--- config.mk ---
export PLATFORM = sky130hd
export DESIGN_NAME = serial_pin_ctrl
export DESIGN_NICKNAME = d
export VERILOG_FILES = /design/src/rtl/spc_pkg.sv /design/src/rtl/spc_sync.sv /design/src/rtl/spc_pulse_gen.sv /design/src/rtl/spc_regs.sv /design/src/rtl/serial_pin_ctrl.sv
export SDC_FILE = /design/constraint.sdc
export NUM_CORES = 1
export LEC_CHECK = 0
export ABC_AREA = 1
export BUFFER_PORTS_ARGS = -buffer_cell sky130_fd_sc_hd__clkbuf_2
export CORE_AREA = 2 2 53 55
export DETAILED_ROUTE_END_ITERATION = 8
export DIE_AREA = 0 0 55 57
export GPL_TIMING_DRIVEN = 0
export HOLD_SLACK_MARGIN = 0.1
export PLACE_DENSITY_LB_ADDON = 0.1
export SYNTH_ARGS = -nofsm -noshare
export SYNTH_HDL_FRONTEND = slang
export SYNTH_SLANG_ARGS = --single-unit
export TNS_END_PERCENT = 30
--- constraint.sdc ---
create_clock -name clk_i -period 2.1 [get_ports clk_i]
set_input_delay 0.105 -clock clk_i [delete_from_list [all_inputs] [get_ports clk_i]]
set_output_delay 0.105 -clock clk_i [all_outputs]
set_load 0.05 [all_outputs]
--- src/rtl/spc_pkg.sv ---
package spc_pkg;
  localparam int NUM_SEL = 3;

  // control register bit positions
  localparam int CTL_DAT_LVL = 0;
  localparam int CTL_DAT_IN  = 1;
  localparam int CTL_CLK_LVL = 2;
  localparam int CTL_CLK_PLS = 3;
  localparam int CTL_SEL_LO  = 4;

  // direction register bit positions
  localparam int DIR_SEL_LO  = 1;
  localparam int DIR_CLK_EN  = 4;

  localparam int NUM_PINS = NUM_SEL + 2;

  typedef struct packed {
    logic               clk_en;
    logic [NUM_SEL-1:0] sel_en;
    logic [NUM_SEL-1:0] sel;
    logic               clk_pulse;
    logic               clk_lvl;
    logic               dat_in;
    logic               dat_lvl;
  } cfg_t;

  typedef struct packed {
    logic [NUM_SEL-1:0] sel_n;
    logic               sck;
    logic               sda;
  } pins_t;
endpackage

--- src/rtl/spc_sync.sv ---
module spc_sync #(
  parameter int WIDTH  = 5,
  parameter int STAGES = 2
) (
  input  logic             clk_i,
  input  logic             rst_ni,
  input  logic [WIDTH-1:0] d_i,
  output logic [WIDTH-1:0] q_o
);
  logic [WIDTH-1:0] stage_q [STAGES];

  generate
    for (genvar s = 0; s < STAGES; s++) begin : g_stage
      always_ff @(posedge clk_i or negedge rst_ni) begin
        if (!rst_ni) stage_q[s] <= '0;
        else if (s == 0) stage_q[s] <= d_i;
        else stage_q[s] <= stage_q[(s == 0) ? 0 : s-1];
      end
    end
  endgenerate

  assign q_o = stage_q[STAGES-1];
endmodule

--- src/rtl/spc_pulse_gen.sv ---
module spc_pulse_gen #(
  parameter int PULSE_CYCLES = 2
) (
  input  logic clk_i,
  input  logic rst_ni,
  input  logic fire_i,
  output logic active_o
);
  localparam int CNT_W = $clog2(PULSE_CYCLES + 1);
  localparam logic [CNT_W-1:0] CNT_LOAD = CNT_W'(PULSE_CYCLES);

  logic [CNT_W-1:0] cnt_q;

  always_ff @(posedge clk_i or negedge rst_ni) begin
    if (!rst_ni) cnt_q <= '0;
    else if (fire_i) cnt_q <= CNT_LOAD;   // restart on every write
    else if (cnt_q != '0) cnt_q <= cnt_q - 1'b1;
  end

  assign active_o = (cnt_q != '0);

  assert_pulse_start_R4: assert property (@(posedge clk_i) disable iff (!rst_ni)
    fire_i |=> (active_o && cnt_q == CNT_LOAD));
  assert_cnt_bound_R4: assert property (@(posedge clk_i) disable iff (!rst_ni)
    cnt_q <= CNT_LOAD);
endmodule

--- src/rtl/spc_regs.sv ---
module spc_regs
  import spc_pkg::*;
#(
  parameter int ADDR_W = 2,
  parameter int DATA_W = 8
) (
  input  logic              clk_i,
  input  logic              rst_ni,
  input  logic [ADDR_W-1:0] addr_i,
  input  logic              wr_en_i,
  input  logic [DATA_W-1:0] wdata_i,
  input  pins_t             pins_sync_i,
  output logic [DATA_W-1:0] rdata_o,
  output cfg_t              cfg_o,
  output logic              ctl_wr_o
);
  localparam logic [ADDR_W-1:0] ADDR_CTL = ADDR_W'(0);
  localparam logic [ADDR_W-1:0] ADDR_DIR = ADDR_W'(1);

  cfg_t cfg_q;
  logic dir_wr;

  assign ctl_wr_o = wr_en_i && (addr_i == ADDR_CTL);
  assign dir_wr   = wr_en_i && (addr_i == ADDR_DIR);

  always_ff @(posedge clk_i or negedge rst_ni) begin
    if (!rst_ni) begin
      cfg_q.dat_lvl   <= 1'b0;
      cfg_q.dat_in    <= 1'b0;
      cfg_q.clk_lvl   <= 1'b0;
      cfg_q.clk_pulse <= 1'b0;
      cfg_q.sel       <= '0;
      cfg_q.clk_en    <= 1'b1;
      cfg_q.sel_en    <= '1;
    end else begin
      if (ctl_wr_o) begin
        cfg_q.dat_lvl   <= wdata_i[CTL_DAT_LVL];
        cfg_q.dat_in    <= wdata_i[CTL_DAT_IN];
        cfg_q.clk_lvl   <= wdata_i[CTL_CLK_LVL];
        cfg_q.clk_pulse <= wdata_i[CTL_CLK_PLS];
        cfg_q.sel       <= wdata_i[CTL_SEL_LO +: NUM_SEL];
      end
      if (dir_wr) begin
        cfg_q.clk_en <= wdata_i[DIR_CLK_EN];
        cfg_q.sel_en <= wdata_i[DIR_SEL_LO +: NUM_SEL];
      end
    end
  end

  assign cfg_o = cfg_q;

  // readback: live pin levels for data, clock and selects; stored bits otherwise
  always_comb begin
    rdata_o = '0;
    if (addr_i == ADDR_CTL) begin
      rdata_o[CTL_DAT_LVL]             = pins_sync_i.sda;
      rdata_o[CTL_DAT_IN]              = cfg_q.dat_in;
      rdata_o[CTL_CLK_LVL]             = pins_sync_i.sck;
      rdata_o[CTL_CLK_PLS]             = cfg_q.clk_pulse;
      rdata_o[CTL_SEL_LO +: NUM_SEL]   = pins_sync_i.sel_n;
    end else if (addr_i == ADDR_DIR) begin
      rdata_o[DIR_CLK_EN]              = cfg_q.clk_en;
      rdata_o[DIR_SEL_LO +: NUM_SEL]   = cfg_q.sel_en;
    end
  end

  logic unused_wdata;
  assign unused_wdata = ^{wdata_i[DATA_W-1:CTL_SEL_LO+NUM_SEL], wdata_i[0]};

  assert_unmapped_write_R10: assert property (@(posedge clk_i) disable iff (!rst_ni)
    (wr_en_i && addr_i != ADDR_CTL && addr_i != ADDR_DIR) |=> $stable(cfg_q));
  assert_dir_hold_R9: assert property (@(posedge clk_i) disable iff (!rst_ni)
    !dir_wr |=> ($stable(cfg_q.clk_en) && $stable(cfg_q.sel_en)));
endmodule

--- src/rtl/serial_pin_ctrl.sv ---
module serial_pin_ctrl
  import spc_pkg::*;
#(
  parameter int ADDR_W       = 2,
  parameter int DATA_W       = 8,
  parameter int PULSE_CYCLES = 2,
  parameter int SYNC_STAGES  = 2
) (
  input  logic               clk_i,
  input  logic               rst_ni,
  input  logic [ADDR_W-1:0]  addr_i,
  input  logic               wr_en_i,
  input  logic [DATA_W-1:0]  wdata_i,
  output logic [DATA_W-1:0]  rdata_o,
  output logic               sck_o,
  output logic               sck_oe_o,
  input  logic               sck_i,
  output logic               sda_o,
  output logic               sda_oe_o,
  input  logic               sda_i,
  output logic [NUM_SEL-1:0] sel_n_o,
  output logic [NUM_SEL-1:0] sel_n_oe_o,
  input  logic [NUM_SEL-1:0] sel_n_i
);
  cfg_t  cfg;
  pins_t pins_raw, pins_sync;
  logic  ctl_wr;
  logic  pulse_active;

  assign pins_raw = '{sel_n: sel_n_i, sck: sck_i, sda: sda_i};

  spc_sync #(.WIDTH(NUM_PINS), .STAGES(SYNC_STAGES)) u_sync (
    .clk_i  (clk_i),
    .rst_ni (rst_ni),
    .d_i    (pins_raw),
    .q_o    (pins_sync)
  );

  spc_regs #(.ADDR_W(ADDR_W), .DATA_W(DATA_W)) u_regs (
    .clk_i       (clk_i),
    .rst_ni      (rst_ni),
    .addr_i      (addr_i),
    .wr_en_i     (wr_en_i),
    .wdata_i     (wdata_i),
    .pins_sync_i (pins_sync),
    .rdata_o     (rdata_o),
    .cfg_o       (cfg),
    .ctl_wr_o    (ctl_wr)
  );

  spc_pulse_gen #(.PULSE_CYCLES(PULSE_CYCLES)) u_pulse (
    .clk_i    (clk_i),
    .rst_ni   (rst_ni),
    .fire_i   (ctl_wr),
    .active_o (pulse_active)
  );

  // pulse inverts the idle level for its duration
  assign sck_oe_o   = cfg.clk_en;
  assign sck_o      = cfg.clk_lvl ^ (cfg.clk_pulse & pulse_active);
  assign sda_oe_o   = ~cfg.dat_in;
  assign sda_o      = cfg.dat_lvl;
  assign sel_n_oe_o = cfg.sel_en;
  assign sel_n_o    = ~cfg.sel;

  assert_clk_released_R1: assert property (@(posedge clk_i) disable iff (!rst_ni)
    (wr_en_i && addr_i == ADDR_W'(1) && !wdata_i[DIR_CLK_EN]) |=> !sck_oe_o);
  assert_steady_level_R2: assert property (@(posedge clk_i) disable iff (!rst_ni)
    (ctl_wr && !wdata_i[CTL_CLK_PLS]) |=> (sck_o == $past(wdata_i[CTL_CLK_LVL])));
  assert_pulse_polarity_R3: assert property (@(posedge clk_i) disable iff (!rst_ni)
    (ctl_wr && wdata_i[CTL_CLK_PLS]) |=> (sck_o == !$past(wdata_i[CTL_CLK_LVL])));
  assert_data_follow_R6: assert property (@(posedge clk_i) disable iff (!rst_ni)
    ctl_wr |=> (sda_oe_o == !$past(wdata_i[CTL_DAT_IN]) && sda_o == $past(wdata_i[CTL_DAT_LVL])));
  assert_sel_invert_R7: assert property (@(posedge clk_i) disable iff (!rst_ni)
    ctl_wr |=> (sel_n_o == ~$past(wdata_i[CTL_SEL_LO +: NUM_SEL])));
endmodule

[Yosys cells after proc, flatten, opt, wreduce, memory -nomap -nowiden]
Index checks and enable logic that the tools add are counted.
Storage, ports and cells
  output and inout bits: 18
  word-level logic and storage cells: 27
  bits of input ports: 18
  bits in registers: 23
Cells by class
  bitwise operators: 4
  eq/ne operators: 1
  mux-type cells: 6
  reduce and logical (&&, ||, !) cells: 5
  $add $sub $neg: 1
Operators with widths (number)
  4-bit 2-to-1 mux: 2
  2-bit 2-to-1 mux: 3
  2-bit nonzero test: 2
  3-bit inverter: 1
  2-bit by 1-bit equality test with 1-bit output (second input constant): 1
  1-bit logical AND: 2
  2-bit zero test: 1
  2-bit by 1-bit subtractor with 2-bit output (second input constant): 1
  1-bit AND: 1
  1-bit 2-to-1 mux: 1
  1-bit inverter: 1
  1-bit XOR: 1

[Longest topological paths before layout]
  depth after elaboration: 3
  mapped depth: 6
  gate-level depth less buffers: 6

[Cells and area by module]
From an unflattened synthesis, not the netlist that was laid out.
Unflattened totals
  cells, all modules: 111
  area total of the unflattened synthesis: 1007.2 um2
Modules (own cells, without submodules)
  spc_regs: instances 1, cells an instance 73, sequential area each 280.3 um2, area each 576.8 um2
  spc_sync: instances 1, cells an instance 15, sequential area each 250.2 um2, area each 287.8 um2
  spc_pulse_gen: instances 1, cells an instance 14, sequential area each 50.0 um2, area each 107.6 um2
  serial_pin_ctrl: instances 1, cells an instance 9, sequential area each 0.0 um2, area each 35.0 um2

[Least setup slack after synthesis]
OpenSTA, ideal clock, no wires.
  path kind: register to output
  start: register u_regs.cfg_q, in the netlist u_regs.cfg_o[1]
  end: output port rdata_o[1]
  data arrival time: 1323 ps
  buffers on the path: 0
  setup slack: 672 ps
  stages on the path, launching flop included: 3
  cell sequence: dfrtp_1 > inv_1 > o21ai_1
Between the ends
  cells in the longest elaborated chain, start to end: 1
Ends and longest elaborated chain
  start: declaration: line spc_regs.sv:20  | cfg_t cfg_q;
  4-bit 2-to-1 mux: line spc_regs.sv:55  | if (addr_i == ADDR_CTL) begin
  end: declaration: line serial_pin_ctrl.sv:14  | output logic [DATA_W-1:0] rdata_o,
Every way passes these cells.

[Worst setup path after layout]
  start: register u_pulse.cnt_q[0]
  end: output port sck_o
Between the ends
  cells in the longest elaborated chain, start to end: 3
Ends and longest elaborated chain
  start: declaration: line spc_pulse_gen.sv:12  | logic [CNT_W-1:0] cnt_q;
  start signal: assignment: line spc_pulse_gen.sv:17  | else if (cnt_q != '0) cnt_q <= cnt_q - 1'b1;
  2-bit nonzero test: line spc_pulse_gen.sv:20  | assign active_o = (cnt_q != '0);
  1-bit AND: line serial_pin_ctrl.sv:60  | assign sck_o = cfg.clk_lvl ^ (cfg.clk_pulse & pulse_active);
  1-bit XOR: line serial_pin_ctrl.sv:60
  end: declaration: line serial_pin_ctrl.sv:15  | output logic sck_o,
Every way passes these cells.

==> results.yml <==
sta:
  finalHoldViolCount: 0
  worst_clock_skew_ns: 0.00173
  fmax_mhz: 640
  setup_ws_ns: 0.538
  period_minus_slack_ns: 1.56
  whs_ns: 0.143
  fin_setup_tns_ns: 0
  tightest_slew_ns: 0.556
  report.final.slew_viol_count: 0
  rsz0062_at_grt: "false"
  post-route-period-util: 0.744
  slew_headroom: 0.629
  finalSetupViolCount: 0
synth:
  syn_inst: 105
  yosys-top-cells-count: "32 x nand2_1, 19 x dfrtp_1, 13 x inv_1"
  ys_warn_count: 0
  synthMostInstantiatedCell: "nand2_1"
  synth_top_cell_by_area: "dfrtp_1"
  ys_types: 19
  async_reset_ff_frac: 1.00
  synth-edff-count: 0
  syn-num-nets: 124
  synthMuxAreaShare: 0
  synthTopCellsByArea: "dfrtp_1 48%, nand2_1 12%, dfstp_2 11%"
  synth_top_family_by_area: "simple AND/OR/NAND/NOR gates"
  synth_xor_area_frac: 0
  synth_compound_area_frac: 0.0204
  avgSynthCellArea_um2: 9.37
  synthAdderAreaFrac: 0.0127
  ys.flop_type: "dfrtp_1"
  synthSimpleGateAreaFrac: 0.266
  synthesis.area_um2: 983
  ys_ff_latch: 23
  yosysTopAreaCellShare: 0.483
  seq_area_frac_synth: 0.590
critical_path:
  crit_arrival_ns: 1.46
  reg2reg_depth: 5
  worstPathRequired_ns: 2.00
  r2r_setup_slack_ns: 1.04
  critPathMaxFanout: 4
  regToRegEndpoint: "u_pulse.cnt_q[1]"
  worstSetupEndpoint: "sck_o"
  start_kind: "flip-flop"
  r2r-start: "u_pulse.cnt_q[0]"
  crit_type: "reg -> out"
  crit_path_start: "u_pulse.cnt_q[0]"
  end_kind: "output port"
clock_network:
  cts_tree: "yes"
  htreeDepth: 1
  ctsRootBufferMaster: "clkbuf_4"
  clkTransAtPathRegs_ns: 0.13
  clk_latency_ns: 0.31
  cts_sinks: 23
  cts_buffers: 3
  cts_resized: 0
  clock_path_buffers: 2
floorplanning:
  dieWidth_um: 55
  core_area_um2: 2620
  start_util: 0.376
  fp-row-count: 19
  ioPinCount: 36
  die_h_um: 57
  dieArea_um2: 3140
final_layout:
  n_fill_cell: 260
  diodes: 0
  drive_above_1_share: 0.333
  synthToLayoutAreaGrowth_pct: 37.8
  instances_no_fill: 187
  final_area_um2: 1360
  nets: 176
  utilization: 0.518
pwr:
  leakage_nw: 0.754
  power_density_nw_per_um2: 865
  ir_drop_mv: 0.563
  fin_total_pwr_mw: 1.17
grt:
  grt_max_degree: 24
  grt_pass1_vias: 755
  grt_pass1_wl_um: 3150
  grt_util_all_layers: 0.139
  antenna_found_initial: 0
  grt_remaining_overflow: 0
flow_run:
  drv_cap: 0
route:
  routed_wl_um: 1910
  drtPass1Iterations: 3
  ant_nets: 0
  drtIter0Drc: 9
  viasPerCell: 4.32
  vias: 808
  drc: 0
  wl_per_cell_um: 10.2
placement:
  place_inst: 169
  io_buffers: 33
  place_area_um2: 1190
  pre_cts_slack_ns: 0.874
  gp_routability_congestion: 0.718
  dp_hpwl_um: 1370
worst_hold_path:
  hp-class: "in -> reg"
  whs_path_depth: 4
status:
  status: "finished, final reports clean"
[flip-flops by register name, indices dropped and copies added, names as in the netlist]
name / count
u_pulse.cnt_q: 2
u_regs.cfg_o: 11
u_sync.q_o: 5
u_sync.stage_q: 5
[power by group]
| part | internal [mW] | switching [mW] | leakage [nW] |
|---|---|---|---|
| Clock | 0.0710 | 0.127 | 0.0177 |
| Sequential | 0.516 | 0.0324 | 0.269 |
| Combinational | 0.132 | 0.294 | 0.467 |
| Total | 0.719 | 0.453 | 0.754 |
[worst min path at each step]
stage	slack, ns	startpoint	end
CTS	0.14	addr_i[0]	u_regs.cfg_o[2]
finish	0.14	addr_i[1]	u_regs.cfg_o[8]
global route	0.14	addr_i[1]	u_regs.cfg_o[8]
floorplan	-0.19	rst_ni	u_pulse.cnt_q[0]
global placement	0.12	rst_ni	u_sync.q_o[0]
detailed placement	0.12	rst_ni	u_sync.q_o[0]
[cells in the final DEF (no fill, tap or decap)]
cell and instances:
clkbuf_2 33, nand2_1 32, dfrtp_1 19, dlygate4sd3_1 14
inv_1 13, nand3_1 11, nor2_1 4, nand4_1 4
buf_4 4, dfstp_2 4, clkbuf_4 3, buf_6 2
o21ai_1 2, o21ai_0 2, inv_2 1, nand2_2 1
nor2_4 1, nand3b_1 1, nand2_4 1, nand3_2 1
ha_1 1, conb_1 1, clkinv_2 1
[cells by family (layout without fill, tap and decap cells)]
logic type / count (synthesis) / in the layout
buffers and inverters: 20 / 71
AND/OR/NAND/NOR: 56 / 56
AO/OA/AOI/OAI: 4 / 4
adder cells (fa/ha/maj): 1 / 1
other: 1 / 1
flip-flops: 23 / 23
[layer usage]
layer	vias up	share of wire	global-route usage
met4	0	0.0099	0.0523
li1	423	-	-
met5	-	0	0
met3	2	0.049	0.0340
met1	365	0.47	0.190
met2	18	0.47	0.213
[what timing repair did]
action | 4_1_cts | 5_1_grt
hold buffers | 14 | 0
endpoints found under the hold margin | 35 | 0
setup buffers | 0 | 0
[area by class of cell]
type                    count  area (um2)  share of cell area
well taps                  31        38.8              0.0286
inverters                  14        52.6              0.0388
clock buffers               3        22.5              0.0166
plain buffers               6        52.6              0.0388
flip-flops and latches     23         581               0.428
clock inverters             1        5.00             0.00369
repair buffers             47         305               0.225
multi-input cells          62         298               0.220
[critical path, cell delays in order (launching register included)]
cell,delay [ns]
dfrtp_1,0.36
inv_1,0.06
ha_1,0.22
inv_1,0.11
nand3b_1,0.08
nand2_1,0.07
clkbuf_2,0.27
Note: power is estimated with default switching activity, not from simulation.
